[config.mk]
export PLATFORM = sky130hd
export DESIGN_NAME = shrot_unit
export DESIGN_NICKNAME = d
export VERILOG_FILES = /design/src/rtl/shrot_pkg.sv /design/src/rtl/shrot_shift.sv /design/src/rtl/shrot_parity.sv /design/src/rtl/shrot_bittest.sv /design/src/rtl/shrot_unit.sv
export SDC_FILE = /design/constraint.sdc
export NUM_CORES = 1
export LEC_CHECK = 0
export BUFFER_PORTS_ARGS = -buffer_cell sky130_fd_sc_hd__clkbuf_2
export CORE_MARGIN = 5
export CORE_UTILIZATION = 39
export DETAILED_ROUTE_END_ITERATION = 10
export GPL_TIMING_DRIVEN = 0
export PLACE_DENSITY = 0.82
export SKIP_LAST_GASP = 1
export SLEW_MARGIN = 20
export SYNTH_ARGS = -nofsm -noshare
export SYNTH_HDL_FRONTEND = slang
export SYNTH_HIERARCHICAL = 1
export SYNTH_SLANG_ARGS = --single-unit
[constraint.sdc]
create_clock -name vclk -period 2.1
set_clock_uncertainty 0.2 [all_clocks]
set_input_delay 0.42 -clock vclk [all_inputs]
set_output_delay 0.42 -clock vclk [all_outputs]
set_load 0.01 [all_outputs]
[src/rtl/shrot_pkg.sv]
package shrot_pkg;

  localparam int FLAG_W = 8;

  // flag byte bit positions (decoded by the neighbouring condition logic)
  localparam int F_S = 7;
  localparam int F_Z = 6;
  localparam int F_Y = 5;
  localparam int F_H = 4;
  localparam int F_X = 3;
  localparam int F_P = 2;
  localparam int F_N = 1;
  localparam int F_C = 0;

  typedef enum logic [3:0] {
    OP_RLC  = 4'd0,
    OP_RRC  = 4'd1,
    OP_RL   = 4'd2,
    OP_RR   = 4'd3,
    OP_SLA  = 4'd4,
    OP_SRA  = 4'd5,
    OP_SLL  = 4'd6,
    OP_SRL  = 4'd7,
    OP_RLCA = 4'd8,
    OP_RRCA = 4'd9,
    OP_RLA  = 4'd10,
    OP_RRA  = 4'd11,
    OP_BIT  = 4'd12
  } shrot_op_e;

endpackage

[src/rtl/shrot_shift.sv]
// Single-position shifter. sel[0] picks the direction (1 = right),
// sel[2:1] picks the bit that enters the vacated end.
module shrot_shift #(
  parameter int DW = 8
) (
  input  logic [DW-1:0] opnd_i,
  input  logic [2:0]    sel_i,
  input  logic          cin_i,
  output logic [DW-1:0] res_o,
  output logic          cout_o
);

  logic fill_bit;
  logic go_right;

  assign go_right = sel_i[0];

  always_comb begin
    fill_bit = 1'b0;
    unique case (sel_i[2:1])
      2'b00: fill_bit = go_right ? opnd_i[0] : opnd_i[DW-1];   // circular
      2'b01: fill_bit = cin_i;                                  // through carry
      2'b10: fill_bit = go_right ? opnd_i[DW-1] : 1'b0;         // arithmetic
      2'b11: fill_bit = go_right ? 1'b0 : 1'b1;                 // logical / set-fill
      default: fill_bit = 1'b0;
    endcase
  end

  always_comb begin
    if (go_right) begin
      res_o  = {fill_bit, opnd_i[DW-1:1]};
      cout_o = opnd_i[0];
    end else begin
      res_o  = {opnd_i[DW-2:0], fill_bit};
      cout_o = opnd_i[DW-1];
    end
  end

endmodule

[src/rtl/shrot_parity.sv]
// Even-parity detector built as a ripple of XOR stages.
module shrot_parity #(
  parameter int DW = 8
) (
  input  logic [DW-1:0] data_i,
  output logic          even_o
);

  logic [DW:0] chain;

  assign chain[0] = 1'b0;

  for (genvar gi = 0; gi < DW; gi++) begin : g_xor
    assign chain[gi+1] = chain[gi] ^ data_i[gi];
  end

  assign even_o = ~chain[DW];

endmodule

[src/rtl/shrot_bittest.sv]
// Selects one operand bit by index through a one-hot decode.
module shrot_bittest #(
  parameter int DW = 8,
  localparam int IW = $clog2(DW)
) (
  input  logic [DW-1:0] opnd_i,
  input  logic [IW-1:0] sel_i,
  output logic          bit_o,
  output logic          top_o
);

  logic [DW-1:0] hot;

  for (genvar gi = 0; gi < DW; gi++) begin : g_dec
    assign hot[gi] = (sel_i == IW'(gi));
  end

  assign bit_o = |(hot & opnd_i);
  assign top_o = hot[DW-1];

endmodule

[src/rtl/shrot_unit.sv]
module shrot_unit
  import shrot_pkg::*;
#(
  parameter int DW = 8,
  localparam int IW = $clog2(DW)
) (
  input  logic [DW-1:0]     opnd_i,
  input  logic [FLAG_W-1:0] flags_i,
  input  logic [3:0]        op_i,
  input  logic [IW-1:0]     bit_sel_i,
  output logic [DW-1:0]     result_o,
  output logic [FLAG_W-1:0] flags_o
);

  logic [DW-1:0] sh_res;
  logic          sh_cout;
  logic          par_even;
  logic          tst_bit;
  logic          tst_top;
  logic          is_cb;
  logic          is_fast;
  logic          is_bit;

  assign is_cb   = (op_i[3] == 1'b0);
  assign is_fast = (op_i[3:2] == 2'b10);
  assign is_bit  = (op_i == OP_BIT);

  shrot_shift #(.DW(DW)) u_shift (
    .opnd_i (opnd_i),
    .sel_i  (op_i[2:0]),
    .cin_i  (flags_i[F_C]),
    .res_o  (sh_res),
    .cout_o (sh_cout)
  );

  shrot_parity #(.DW(DW)) u_par (
    .data_i (sh_res),
    .even_o (par_even)
  );

  shrot_bittest #(.DW(DW)) u_bit (
    .opnd_i (opnd_i),
    .sel_i  (bit_sel_i),
    .bit_o  (tst_bit),
    .top_o  (tst_top)
  );

  always_comb begin
    result_o = opnd_i;
    flags_o  = flags_i;
    if (is_cb) begin
      result_o     = sh_res;
      flags_o[F_S] = sh_res[DW-1];
      flags_o[F_Z] = (sh_res == '0);
      flags_o[F_H] = 1'b0;
      flags_o[F_P] = par_even;
      flags_o[F_N] = 1'b0;
      flags_o[F_C] = sh_cout;
    end else if (is_fast) begin
      result_o     = sh_res;
      flags_o[F_H] = 1'b0;
      flags_o[F_N] = 1'b0;
      flags_o[F_C] = sh_cout;
    end else if (is_bit) begin
      flags_o[F_S] = tst_bit & tst_top;
      flags_o[F_Z] = ~tst_bit;
      flags_o[F_H] = 1'b1;
      flags_o[F_P] = ~tst_bit;
      flags_o[F_N] = 1'b0;
    end
  end

  always_comb begin

    cb_carry_chk: assert (!is_cb ||
      flags_o[F_C] == (op_i[0] ? opnd_i[0] : opnd_i[DW-1]));

    fast_keep_chk: assert (!is_fast ||
      (flags_o[F_S] == flags_i[F_S] && flags_o[F_Z] == flags_i[F_Z] &&
       flags_o[F_P] == flags_i[F_P] && !flags_o[F_H] && !flags_o[F_N]));

    bit_same_chk: assert (!is_bit ||
      (result_o == opnd_i && flags_o[F_P] == flags_o[F_Z] &&
       flags_o[F_C] == flags_i[F_C]));

    undoc_keep_chk: assert (flags_o[F_Y] == flags_i[F_Y] &&
                            flags_o[F_X] == flags_i[F_X]);

    cb_zero_chk: assert (!is_cb || flags_o[F_Z] == (result_o == '0));
  end

endmodule

Word-level counts from Yosys, hierarchy flattened. Index checks and enable logic that the tools add are counted.

Bitwise gates (word level): 11. Shifts and indexed selects: 0. Multiply operators: 0. Muxes and demuxes: 18. Magnitude comparators: 0. Reductions and logical operators: 4. Div/mod/pow operators: 0. Add/subtract/negate cells: 0. Eq/ne operators: 12.

Operator list (count): 2-to-1 mux 8 bit (3); == test 3 bit (second input constant) (4); 2-to-1 mux 1 bit (9); bitwise AND 8 bit (1); logical NOT 8 bit (1); 2-to-1 mux 2 bit (4); OR reduction 8 bit (1); bitwise XOR 1 bit (7); == test 2 bit (second input constant) (3); == test 3 x 2 -> 1 bit (second input constant) (2); == test 4 bit (second input constant) (1); one-hot mux 1 bit (4 select lines) (1); == test 3 x 1 -> 1 bit (second input constant) (1); logical NOT 3 bit (1); 2-to-1 mux 3 bit (1); == test 2 x 1 -> 1 bit (second input constant) (1); logical NOT 2 bit (1); NOT 1 bit (2); bitwise AND 1 bit (1).

Bits in registers: 0. Bits in writable memories: 0. Latch bits: 0. Logic and storage cells: 45. Memory bits (read-only): 0. Memories: 0.

Depth between registers and ports, before layout. Gate-level depths: netlist of run 1.

Word-level depth: 12. Depth in mapped cells: 8. Depth with buffers taken out: 8.

Cells and area by module. Netlist of run 1, hierarchy kept.

By module, submodules not included: shrot_unit (times used 1, area an instance 231.5 sq um, cells an instance 29, sequential area each 0.0 sq um); shrot_shift (times used 1, area an instance 151.4 sq um, cells an instance 16, sequential area each 0.0 sq um); shrot_bittest (times used 1, area an instance 71.3 sq um, cells an instance 4, sequential area each 0.0 sq um); shrot_parity (times used 1, area an instance 61.3 sq um, cells an instance 7, sequential area each 0.0 sq um).

Least setup slack after synthesis of run 1. Ideal clock, no wire load.

Kind: input to output. From: input port op_i[0]. To: output port flags_o[2]. Slack: -0.165 ns. Data arrival time: 1.645 ns. Stages on the path: 7. Buffers on the path: 1. Required time: 1.480 ns. Path through: buf_6 > mux2_2 > xnor2_1 > xnor2_1 > xnor2_1 > inv_1 > o221ai_1.

Elaborated cells on any way between the ends: 17. Classes of those cells: eq/ne: 1; mux: 8; bitwise: 8.

RTL lines: start: declaration (line shrot_unit.sv:9) `input logic [3:0] op_i,`; 2-to-1 mux 8 bit (line shrot_shift.sv:30) `if (go_right) begin`; net sh_res[1] (line shrot_unit.sv:15) `logic [DW-1:0] sh_res;`; bitwise XOR 1 bit (7 in a row) (line shrot_parity.sv:14) `assign chain[gi+1] = chain[gi] ^ data_i[gi];`; NOT 1 bit (line shrot_parity.sv:17) `assign even_o = ~chain[DW];`; net par_even (line shrot_unit.sv:17) `logic par_even;`; 2-to-1 mux 3 bit (line shrot_unit.sv:51) `if (is_cb) begin`; end: declaration (line shrot_unit.sv:12) `output logic [FLAG_W-1:0] flags_o`.

The timed path passes the listed nets, and every way through them passes these cells.

Worst setup path after layout of run 1.
From: input port op_i[0]. To: output port flags_o[2].

Elaborated cells on any way between the ends: 17. Classes of those cells: eq/ne: 1; mux: 8; bitwise: 8.

RTL lines (line): 2-to-1 mux 8 bit (shrot_shift.sv:30); net sh_res[4] (shrot_unit.sv:15); bitwise XOR 1 bit (4 in a row) (shrot_parity.sv:14); NOT 1 bit (shrot_parity.sv:17); net par_even (shrot_unit.sv:17); 2-to-1 mux 3 bit (shrot_unit.sv:51).

The timed path passes the listed nets, and every way through them passes these cells.

==> flow_summary.json, run 1 <==
{
  "critical_path_class": "input pin to output port",
  "grt_pass1_wl_um": 2849,
  "critPathBufInv": 4,
  "synth_area_leaders": "mux2_2 (37%), xnor2_1 (12%), mux4_1 (10%), buf_4 (4.4%), mux2i_1 (3.9%)",
  "grt_start_max_net_pins": 11,
  "pre_cts_ws_ns": -0.4334,
  "final.setup.worst_slack_ns": -0.3907,
  "die_w_um": 46.36,
  "path_depth": 9,
  "rsz0062_at_grt": "yes",
  "port_buffers": 36,
  "fin_util_pct": 76.73,
  "leakagePower_nw": 0.4611,
  "arrival_ns": 1.87,
  "start_kind": "input pin",
  "wirelength_um": 1786,
  "io_pins": 39,
  "numSequentialCells": 0,
  "nNetsFinal": 123,
  "antenna_found_initial": 0,
  "hold_depth": 2,
  "drv_slew": 0,
  "crit_top_cell": "xnor2_1",
  "die_h_um": 46.36,
  "avgSynthCellArea_sq_um": 9.205,
  "max_cap_violations": 0,
  "path_delay_family": "buffers and inverters",
  "grt.total_usage_pct": 17.88,
  "final_layout_size_suffix_gt1_share_pct": 83.67,
  "yosysUniqueCellTypes": 23,
  "finalSetupViolCount": 6,
  "dp.cells": 107,
  "endpoint_kind": "output port",
  "dieArea_sq_um": 2149,
  "hold_viol": 0,
  "synth_fp_nets": 79,
  "drt_first_pass_iters": 4,
  "drt_iter0_markers": 11,
  "layoutNonFillerInstCount": 113,
  "netlist_area_sq_um": 515.5,
  "layout_commonest_cell": "clkbuf_2",
  "totalPowerFinal_mw": 0.2875,
  "fmax_mhz": 401.5,
  "drc": 0,
  "hp-class": "input pin to output port",
  "status": "finished with violations",
  "drt.antenna.violating_nets": 0,
  "final_cell_mix": "clkbuf_2 (29), mux2_2 (10), mux2_4 (7), buf_4 (6), xnor2_2 (4)",
  "power.density_nw_per_um2": 295.4,
  "regArea_sq_um": 0,
  "yosys_warnings": 6,
  "relSlewSlack_pct": 82.71,
  "core_sq_um": 1269,
  "yosys.area.top_type_share_pct": 37.14,
  "place.gp.congestion": 0.7821,
  "grt_pass1_vias": 599,
  "slowest_delay_ns": 0.32,
  "synthToLayoutAreaGrowth_pct": 88.84,
  "seq_area_frac_synth_pct": 0,
  "period_needed_ns": 2.491,
  "post-route-period-util_pct": 118.6,
  "violations": "setup timing",
  "cp_max_fo": 6,
  "cp_cell_sequence": "clkbuf_16, buf_12, mux2_4, xnor2_2, xnor2_1, xnor2_1, inv_1, o221ai_2, clkbuf_2",
  "slowest_stage": "mux2_4",
  "initial_core_util_pct": 40.63,
  "vias": 620,
  "rows": 13,
  "wire_per_inst_um": 15.81,
  "synthCells": 56,
  "vdd_drop_max_v": 0.0001857,
  "final.clkbuf_count": 0,
  "viasPerCell": 5.487,
  "gr-total-overflow": 0,
  "worstMarginPinSlew_ns": 0.2577,
  "required_ns": 1.48,
  "dpl.hpwl_um": 1306,
  "n_antenna_cell": 0,
  "synth_top_area_cell": "mux2_2"
}
layout make-up:
| cell class | instances | area (sq um) |
|---|---|---|
| plain buffers | 4 | 42.54 |
| fillers | 84 | 295.3 |
| inverters | 1 | 3.754 |
| multi-input cells | 51 | 591.8 |
| well taps | 15 | 18.77 |
| repair buffers | 42 | 316.6 |
synth_stat cells:
master    number
mux2_2        17
xnor2_1        7
o21ai_0        4
buf_4          3
nand2_1        3
mux2i_1        2
mux4_1         2
nor4_1         2
o221ai_1       2
a21oi_1        1
a31o_2         1
and3_2         1
and4bb_1       1
buf_6          1
inv_1          1
nand2_2        1
nand2b_1       1
nand3_1        1
nand3b_1       1
nor2_1         1
nor4b_1        1
o211ai_2       1
o21a_1         1
cell families (layout without fill, tap and decap cells):
logic type	Yosys count	after routing	synth area share (%)
AO/OA/AOI/OAI	10	10	13.84
XOR/XNOR	7	7	11.89
buffers and inverters	5	47	7.280
multiplexers	21	21	51.21
AND/OR/NAND/NOR	13	13	15.78
where the power goes:
| group | switching, mW | internal, mW | total (mW) | leakage, nW |
|---|---|---|---|---|
| clock | 0 | 0 | 0 | 0 |
| sequential | 0 | 0 | 0 | 0 |
| combinational | 0.123 | 0.165 | 0.288 | 0.461 |
timing repair:
action | 4_1_cts | 5_1_grt
hold buffers | 0 | 0
endpoints found under the setup margin | 3 | 6
gates resized for setup | 21 | 10
setup buffers | 4 | 2
cloned | 1 | 0
pin swaps | 10 | 2
final timing paths:
kind | endpoint | startpoint | slack, ns
min | flags_o[3] | flags_i[3] | 0.83
max | flags_o[2] | op_i[0] | -0.39
per-stage QoR:
| stage | hold WS, ns | area (sq um) | setup TNS, ns |
|---|---|---|---|
| 6_report | 0.8293 | 973.4 | -1.041 |
| 5_1_grt | 0.8379 | 973.4 | -1.437 |
| 4_1_cts | 0.8320 | 929.6 | -1.003 |
| 3_5_place_dp | 0.8310 | 782.0 | -0.9162 |
| 3_3_place_gp | 0.8306 | 782.0 | -0.8769 |
| 2_1_floorplan | 0.7318 | 583.1 | -0.09271 |
layer usage:
| layer | part of all wire, % | GRT usage (%) |
|---|---|---|
| met2 | 51 | 32.97 |
| met3 | 8.9 | 0.3906 |
| met4 | 1.3 | 0 |
| met5 | 0 | 0 |
| met1 | 39 | 24.25 |
No activity file was read; power rests on OpenSTA's default activity.
==> run 2: changes to the inputs <==
--- a/config.mk
+++ b/config.mk
@@ -7,2 +7,3 @@
 export LEC_CHECK = 0
+export ABC_CLOCK_PERIOD_IN_PS = 2100
 export BUFFER_PORTS_ARGS = -buffer_cell sky130_fd_sc_hd__clkbuf_2
@@ -12,2 +13,3 @@
 export GPL_TIMING_DRIVEN = 0
+export MAX_ROUTING_LAYER = met4
 export PLACE_DENSITY = 0.82
==> constraint.sdc (replaced) <==
create_clock -name vclk -period 2.1
set_clock_uncertainty 0.2 [all_clocks]
set_input_delay 0.105 -clock vclk [all_inputs]
set_output_delay 0.105 -clock vclk [all_outputs]
set_load 0.01 [all_outputs]
==> flow_summary.json, run 2 (same netlist as run 1, synthesis figures left out) <==
{
  "status": "finished clean",
  "drt_iter0_markers": 3,
  "holdPathEnd": "flags_o[5]",
  "endpoint_kind": "output port",
  "period_needed_ns": 1.968,
  "rsz0062_at_grt": "no",
  "regArea_sq_um": 0,
  "worstMarginPinSlew_ns": 0.3850,
  "cp_cell_sequence": "clkbuf_2, nor4b_1, a21oi_1, o21ai_0, xnor2_1, xnor2_1, xnor2_1, inv_1, o221ai_1, clkbuf_2",
  "n_antenna_cell": 0,
  "die_h_um": 46.36,
  "hold_viol": 0,
  "synthToLayoutAreaGrowth_pct": 38.59,
  "gr-total-overflow": 0,
  "layout_commonest_cell": "clkbuf_2",
  "post-route-period-util_pct": 93.73,
  "viasPerCell": 5.243,
  "arrival_ns": 1.66,
  "slowest_delay_ns": 0.31,
  "final_cell_mix": "clkbuf_2 (36), mux2_2 (17), xnor2_1 (7), o21ai_0 (4)",
  "numSequentialCells": 0,
  "final.clkbuf_count": 0,
  "core_sq_um": 1269,
  "critical_path_class": "input pin to output port",
  "dpl.hpwl_um": 1207,
  "antenna_found_initial": 0,
  "layoutNonFillerInstCount": 107,
  "pre_cts_ws_ns": 0.1474,
  "rows": 13,
  "nNetsFinal": 117,
  "final.setup.worst_slack_ns": 0.1317,
  "initial_core_util_pct": 40.63,
  "dieArea_sq_um": 2149,
  "wirelength_um": 1405,
  "hold_depth": 2,
  "worstHoldStart": "flags_i[5]",
  "vias": 561,
  "cts_hold_buf": 0,
  "place.gp.congestion": 0.8011,
  "grt.total_usage_pct": 13.38,
  "final_layout_size_suffix_gt1_share_pct": 66.30,
  "vdd_drop_max_v": 0.0001215,
  "cts_setup_buffers": 0,
  "max_cap_violations": 0,
  "relSlewSlack_pct": 74.06,
  "drt.antenna.violating_nets": 0,
  "cts_resized": 0,
  "grt_pass1_wl_um": 2173,
  "power.density_nw_per_um2": 287.4,
  "crit_top_cell": "xnor2_1",
  "drt_first_pass_iters": 3,
  "cp_max_fo": 7,
  "fmax_mhz": 508.1,
  "drc": 0,
  "io_pins": 39,
  "drv_slew": 0,
  "wire_per_inst_um": 13.13,
  "slowest_stage": "nor4b_1",
  "finalSetupTns_ns": 0,
  "grt_pass1_vias": 498,
  "required_ns": 1.79,
  "dp.cells": 107,
  "finalSetupViolCount": 0,
  "port_buffers": 36,
  "hp-class": "input pin to output port",
  "die_w_um": 46.36,
  "start_kind": "input pin",
  "leakagePower_nw": 0.3369,
  "grt_start_max_net_pins": 11
}
==> run 2: how the worst max path moves through the flow <==
stage	endpoint	start	cells past startpoint	slack, ns
6_report	flags_o[2]	op_i[2]	10	0.13
2_1_floorplan	flags_o[2]	op_i[0]	7	0.46
4_1_cts	flags_o[2]	op_i[2]	10	0.13
5_1_grt	flags_o[2]	op_i[2]	10	0.03
3_5_place_dp	flags_o[2]	op_i[2]	10	0.15
3_3_place_gp	flags_o[2]	op_i[2]	10	0.14
==> run 2: worst max-delay path: cells and delay by family <==
family,cells,cell delay (ns)
xor+xnor,3,0.48
compound gates,3,0.41
buf+inv,3,0.36
simple gates,1,0.31
==> run 2: routing by layer <==
metal	GRT usage (%)	vias up	share of wire (%)
li1	-	292	-
met1	17.39	242	46
met2	23.90	27	42
met3	0.7813	0	12
met4	0	0	0
met5	-	-	0
==> run 2: final cells by class <==
| type | instances | area, sq um |
|---|---|---|
| inverters | 1 | 3.754 |
| multi-input cells | 51 | 478.0 |
| repair buffers | 36 | 180.2 |
| fillers | 113 | 554.3 |
| well taps | 15 | 18.77 |
| plain buffers | 4 | 33.78 |
==> run 2: metrics by stage <==
step / total power [mW] / cell area [sq um] / utilization (%) / hold slack, ns
after floorplan: 0.1364 / 515.5 / - / 0.1018
after global placement: 0.2026 / 714.4 / 56.31 / 0.2008
after detailed placement: 0.2052 / 714.4 / 56.31 / 0.2005
after CTS: 0.2065 / 714.4 / 56.31 / 0.2003
after global routing: 0.2221 / 714.4 / 56.31 / 0.2053
final: 0.2053 / 714.4 / 56.31 / 0.1983
==> run 2: where the power goes <==
part           total, mW  internal [mW]  switching, mW
sequential             0              0              0
combinational      0.205          0.110         0.0957
clock                  0              0              0
total              0.205          0.110         0.0957
